===== config.mk =====
export PLATFORM = sky130hd
export DESIGN_NAME = eow_status_responder
export DESIGN_NICKNAME = d
export VERILOG_FILES = /design/src/rtl/eow_pkg.sv /design/src/rtl/eow_strobe_dec.sv /design/src/rtl/eow_toggle.sv /design/src/rtl/eow_out_pipe.sv /design/src/rtl/eow_status_responder.sv
export SDC_FILE = /design/constraint.sdc
export NUM_CORES = 1
export LEC_CHECK = 0
export ABC_AREA = 0
export BUFFER_PORTS_ARGS = -buffer_cell sky130_fd_sc_hd__buf_2
export CORE_UTILIZATION = 41
export DETAILED_ROUTE_END_ITERATION = 10
export GPL_TIMING_DRIVEN = 1
export PLACE_DENSITY = 0.72
export SLEW_MARGIN = 0
export SYNTH_ARGS = -nofsm -noshare
export SYNTH_HDL_FRONTEND = slang
export SYNTH_HIERARCHICAL = 1
export SYNTH_SLANG_ARGS = --single-unit

===== constraint.sdc =====
create_clock -name clk_i -period 1.2 [get_ports clk_i]
set_input_delay 0.24 -clock clk_i [delete_from_list [all_inputs] [get_ports clk_i]]
set_output_delay 0.24 -clock clk_i [all_outputs]
set_load 0.05 [all_outputs]

===== src/rtl/eow_pkg.sv =====
package eow_pkg;
  localparam int unsigned BYTE_W = 8;
  localparam int unsigned POLL_BIT = BYTE_W - 1;
  localparam int unsigned TGL_BIT = BYTE_W - 2;

  typedef logic [BYTE_W-1:0] byte_t;

  typedef struct packed {
    logic  en;
    byte_t val;
  } rd_beat_t;
endpackage


===== src/rtl/eow_strobe_dec.sv =====
module eow_strobe_dec (
  input  logic clk_i,
  input  logic rst_ni,
  input  logic ce_ni,
  input  logic oe_ni,
  input  logic we_ni,
  input  logic busy_i,
  output logic rd_req_o,
  output logic acc_start_o,
  output logic busy_rise_o
);
  logic rd_q, busy_q;

  assign rd_req_o    = ~ce_ni & ~oe_ni & we_ni;
  assign acc_start_o = rd_req_o & ~rd_q;
  assign busy_rise_o = busy_i & ~busy_q;

  always_ff @(posedge clk_i or negedge rst_ni) begin
    if (!rst_ni) begin
      rd_q   <= 1'b0;
      busy_q <= 1'b0;
    end else begin
      rd_q   <= rd_req_o;
      busy_q <= busy_i;
    end
  end
endmodule


===== src/rtl/eow_toggle.sv =====
module eow_toggle (
  input  logic clk_i,
  input  logic rst_ni,
  input  logic busy_i,
  input  logic busy_rise_i,
  input  logic acc_start_i,
  output logic tgl_eff_o,
  output logic tgl_q_o
);
  logic base;

  // restart at write-cycle start, flip on access start while busy
  assign base      = busy_rise_i ? 1'b0 : tgl_q_o;
  assign tgl_eff_o = base ^ (acc_start_i & busy_i);

  always_ff @(posedge clk_i or negedge rst_ni) begin
    if (!rst_ni) tgl_q_o <= 1'b0;
    else         tgl_q_o <= tgl_eff_o;
  end
endmodule


===== src/rtl/eow_out_pipe.sv =====
module eow_out_pipe
  import eow_pkg::*;
#(
  parameter int unsigned LAT = 2
) (
  input  logic     clk_i,
  input  logic     rst_ni,
  input  rd_beat_t in_i,
  output rd_beat_t head_o,
  output rd_beat_t out_o
);
  rd_beat_t [LAT-1:0] stg;

  always_ff @(posedge clk_i or negedge rst_ni) begin
    if (!rst_ni) begin
      stg <= '0;
    end else begin
      stg[0] <= in_i;
      for (int i = 1; i < int'(LAT); i++) stg[i] <= stg[i-1];
    end
  end

  assign head_o = stg[0];
  assign out_o  = stg[LAT-1];
endmodule


===== src/rtl/eow_status_responder.sv =====
module eow_status_responder
  import eow_pkg::*;
#(
  parameter int unsigned RD_LAT = 2
) (
  input  logic        clk_i,
  input  logic        rst_ni,
  input  logic        ce_ni,
  input  logic        oe_ni,
  input  logic        we_ni,
  input  logic        busy_i,
  input  logic [7:0]  last_data_i,
  input  logic [7:0]  arr_data_i,
  output logic [7:0]  data_o,
  output logic        oe_o
);
  logic     rd_req, acc_start, busy_rise;
  logic     tgl_eff, tgl_q;
  byte_t    status_val;
  rd_beat_t beat_in, head, tail;

  eow_strobe_dec u_dec (
    .clk_i       (clk_i),
    .rst_ni      (rst_ni),
    .ce_ni       (ce_ni),
    .oe_ni       (oe_ni),
    .we_ni       (we_ni),
    .busy_i      (busy_i),
    .rd_req_o    (rd_req),
    .acc_start_o (acc_start),
    .busy_rise_o (busy_rise)
  );

  eow_toggle u_tgl (
    .clk_i       (clk_i),
    .rst_ni      (rst_ni),
    .busy_i      (busy_i),
    .busy_rise_i (busy_rise),
    .acc_start_i (acc_start),
    .tgl_eff_o   (tgl_eff),
    .tgl_q_o     (tgl_q)
  );

  always_comb begin
    status_val           = last_data_i;
    status_val[POLL_BIT] = ~last_data_i[POLL_BIT];
    status_val[TGL_BIT]  = tgl_eff;
    beat_in.en           = rd_req;
    beat_in.val          = busy_i ? status_val : arr_data_i;
  end

  eow_out_pipe #(.LAT(RD_LAT)) u_pipe (
    .clk_i  (clk_i),
    .rst_ni (rst_ni),
    .in_i   (beat_in),
    .head_o (head),
    .out_o  (tail)
  );

  assign oe_o   = tail.en;
  assign data_o = tail.en ? tail.val : '0;
endmodule


==> PnR_summary.wiki <==
{| class="wikitable"
! Metric !! Value
|-
| Worst Hold Slack || 0.120 ns
|-
| Routed vias || 436
|-
| Startpoint class of the critical path || flip-flop
|-
| Total power density per cell area || 1210 nW/um^2
|-
| Worst VDD drop || 631 uV
|-
| Number of vias per cell after detailed routing || 4.15
|-
| Leakage power summed over all cells || 0.527 nW
|-
| Number of H-tree branching levels || 1
|-
| Tightest Pin Transition || 0.436 ns
|-
| WP data arrival || 1.07 ns
|-
| Floorplan core area || 1730 um^2
|-
| Final Hold Violating Endpoints || 0
|-
| Setup repair after global routing missed its margin || true
|-
| Routability Congestion || 0.677
|-
| Normalized max-slew margin || 71.0%
|-
| Pre-CTS setup slack || -0.0227 ns
|-
| Wire length per cell || 9.35 um
|-
| Detailed-router iteration count before antenna repair || 2
|-
| Critical register-to-register path endpoint || u_pipe/head_o[6]
|-
| Initial antenna violation count || 0
|-
| Synth Net Count || 67
|-
| Violated checks || setup timing
|-
| Number of global-route vias before repair || 398
|-
| Mean post-synth cell area || 16.9 um^2
|-
| Maximum count of clock buffers along a single path || 2
|-
| Count of input and output buffers || 29
|-
| Area share of the largest cell type after synthesis || 69.1%
|-
| Final setup violation count || 9
|-
| Total Power || 1.26 mW
|-
| Fin worst setup slack || -0.115 ns
|-
| TritonCTS clock tree || built
|-
| Aggregate global routing overflow || 0
|-
| Drt first-iter violations || 1
|-
| Die footprint || 2030 um^2
|-
| Global-route usage over all layers || 10.6%
|-
| Post-route fraction of the period consumed by the critical path || 110%
|-
| Antenna diode count || 0
|-
| Clock-pin slew on the worst setup and hold paths || 0.10 ns
|-
| Number of enable-type register cells in the synthesized netlist || 0
|-
| Area after detailed placement || 952 um^2
|-
| Total Routed Length || 982 um
|-
| Primary flip-flop cell chosen by synthesis mapping || sky130_fd_sc_hd__dfrtp_1
|-
| Beginning of the worst hold path || last_data_i[7]
|-
| Worst hold path depth || 2
|-
| Global-route wire length before repair || 1.52 mm
|-
| Final Net Count || 103
|-
| Library cell occupying the most area in the post-synthesis netlist || sky130_fd_sc_hd__dfrtp_1
|-
| Async SR Flop Fraction || 100%
|-
| Top-level port count || 31
|-
| Width of the die || 45.1 um
|-
| Hold crit path type || input port to flip-flop
|-
| Layout cell share with drive strength beyond 1 || 65.0%
|-
| Crit Reg-Reg Startpoint || u_dec/rd_q
|-
| Result of the run || finished, violations left
|-
| Dominant cell by count in the synthesized netlist || sky130_fd_sc_hd__dfrtp_1
|-
| CP endpoint kind || primary output
|-
| End of the worst hold path || u_pipe/head_o[7]
|-
| End-of-flow core utilization || 60.2%
|-
| Register-to-register setup slack || 0.02 ns
|-
| Standard-cell rows || 15
|-
| Sink Count || 21
|-
| Number of design rule violations left after detail routing || 0
|-
| Syn-to-layout area delta || 36.7%
|-
| Number of nets with antenna violations after detailed routing || 0
|-
| Max-slew violation total from the final report || 0
|-
| Vert. Die Dim || 45.1 um
|-
| Setup Skew || 0.00209 ns
|-
| Crit path time final || 1.31 ns
|-
| Worst-Skew Late Latency || 0.29 ns
|-
| Maximum achievable frequency || 761 MHz
|-
| Effective utilization at floorplan || 44.1%
|-
| TritonCTS Buffers || 3
|-
| Top area cells in the synthesized netlist || sky130_fd_sc_hd__dfrtp_1 (69%), sky130_fd_sc_hd__mux2_4 (14%), sky130_fd_sc_hd__and2_1 (6.6%), sky130_fd_sc_hd__nor4b_2 (2.0%), sky130_fd_sc_hd__nor2b_4 (1.8%)
|-
| Portion of the post-synthesis area used by sequential elements || 69.1%
|-
| Gate count after technology mapping || 45
|-
| CP peak stage delay || 0.45 ns
|-
| Synth Warn # || 6
|-
| Largest net degree at the start of global routing || 22
|-
| Depth of the most critical reg-to-reg path || 4
|-
| Post-synthesis sequential element count || 21
|-
| Required time of the worst setup path || 0.96 ns
|-
| Total Negative Setup Slacks || -0.885 ns
|-
| Critical Path Slowest Stage Cell || sky130_fd_sc_hd__dfrtp_2
|-
| Clock tree root driver cell || sky130_fd_sc_hd__clkbuf_4
|-
| Critical path type || flip-flop to primary output
|-
| Yosys cell types || 12
|-
| Largest fanout of any net on the critical path || 9
|-
| Cell breakdown of the critical path || and2_2, buf_6
|-
| Final instance area || 1040 um^2
|-
| Cell types with the highest counts after synthesis || sky130_fd_sc_hd__dfrtp_1 (21), sky130_fd_sc_hd__and2_1 (8), sky130_fd_sc_hd__mux2_4 (7)
|-
| Filler Cell Count || 142
|-
| Max-cap violation count || 0
|-
| Netlist area before placement || 761 um^2
|-
| Post-layout instance count excluding filler cells || 105
|-
| Cell count after placement || 100
|-
| DPL Wire Length || 782 um
|}
==> per-layer routing <==
layer | GRT usage [%] | routed length [um] | vias to the layer above
li1 | - | - | 214
met1 | 12.4 | 427 | 202
met2 | 18.0 | 511 | 20
met3 | 2.40 | 43 | 0
met4 | 5.45 | 0 | 0
met5 | 0 | 0 | -
==> report_power, final <==
group / leakage, nW / internal [mW] / switching, mW
Sequential: 0.252 / 0.760 / 0.0142
Clock: 0.0150 / 0.129 / 0.184
Combinational: 0.260 / 0.0932 / 0.0823
==> layout make-up <==
class,count,area (um^2),share of cell area [%]
multi-input combinational,22,231,22.3
inverter,1,3.75,0.361
sequential,21,527,50.7
tap,25,31.3,3.01
clock buffer,4,26.3,2.53
timing repair buffer,32,220,21.2
==> cell usage in the layout (no fill, tap or decap) <==
master                          count
sky130_fd_sc_hd__and2_2             7
sky130_fd_sc_hd__and2_4             1
sky130_fd_sc_hd__buf_2             21
sky130_fd_sc_hd__buf_4              2
sky130_fd_sc_hd__buf_6              8
sky130_fd_sc_hd__clkbuf_1           1
sky130_fd_sc_hd__clkbuf_4           3
sky130_fd_sc_hd__dfrtp_1           20
sky130_fd_sc_hd__dfrtp_2            1
sky130_fd_sc_hd__dlygate4sd3_1      1
sky130_fd_sc_hd__inv_1              1
sky130_fd_sc_hd__mux2_4             7
sky130_fd_sc_hd__mux2i_1            1
sky130_fd_sc_hd__nand2_1            1
sky130_fd_sc_hd__nor2b_1            1
sky130_fd_sc_hd__nor2b_4            1
sky130_fd_sc_hd__nor3b_1            1
sky130_fd_sc_hd__nor4b_2            1
sky130_fd_sc_hd__xnor2_1            1
==> worst max-delay path, delay by kind of cell, from the launching register on <==
kind,cells,cell delay [ns]
DFF,1,0.45
and+or+nand+nor,1,0.19
buffers and inverters,1,0.15
==> sequential cells by signal, summed over array words and instances (netlist names) <==
register,flops
u_pipe/out_o,9
u_dec/busy_q,1
u_pipe/head_o,9
u_dec/rd_q,1
u_tgl/tgl_q_o,1
==> what timing repair did <==
action                                  CTS  global route
setup buffers                             0             0
resized for setup                        16             1
pin swaps                                 3             1
endpoints found under the hold margin    21             0
endpoints found under the setup margin   10            10
hold buffers                              1             0
gates cloned                              0             0
==> logic make-up (layout without fill, tap and decap cells) <==
logic type | Yosys count | in the layout | share of synthesized area [%]
buffers and inverters | 2 | 37 | 1.97
xor gates and xnor gates | 1 | 1 | 1.15
DFF | 21 | 21 | 69.1
muxes | 8 | 8 | 15.1
and+or+nand+nor | 13 | 13 | 12.7
==> worst max path at each step <==
stage | start | endpoint | slack, ns | cells past startpoint
global route | u_pipe/out_o[8] | data_o[2] | -0.18 | 2
CTS | u_pipe/out_o[8] | data_o[1] | -0.13 | 2
finish | u_pipe/out_o[8] | data_o[5] | -0.11 | 2
floorplan | u_dec/rd_q | u_pipe/head_o[6] | 0.01 | 4
global placement | u_dec/rd_q | u_pipe/head_o[6] | -0.02 | 4
detailed placement | u_dec/rd_q | u_pipe/head_o[6] | -0.02 | 4
Power figures use the tool's default switching activity.
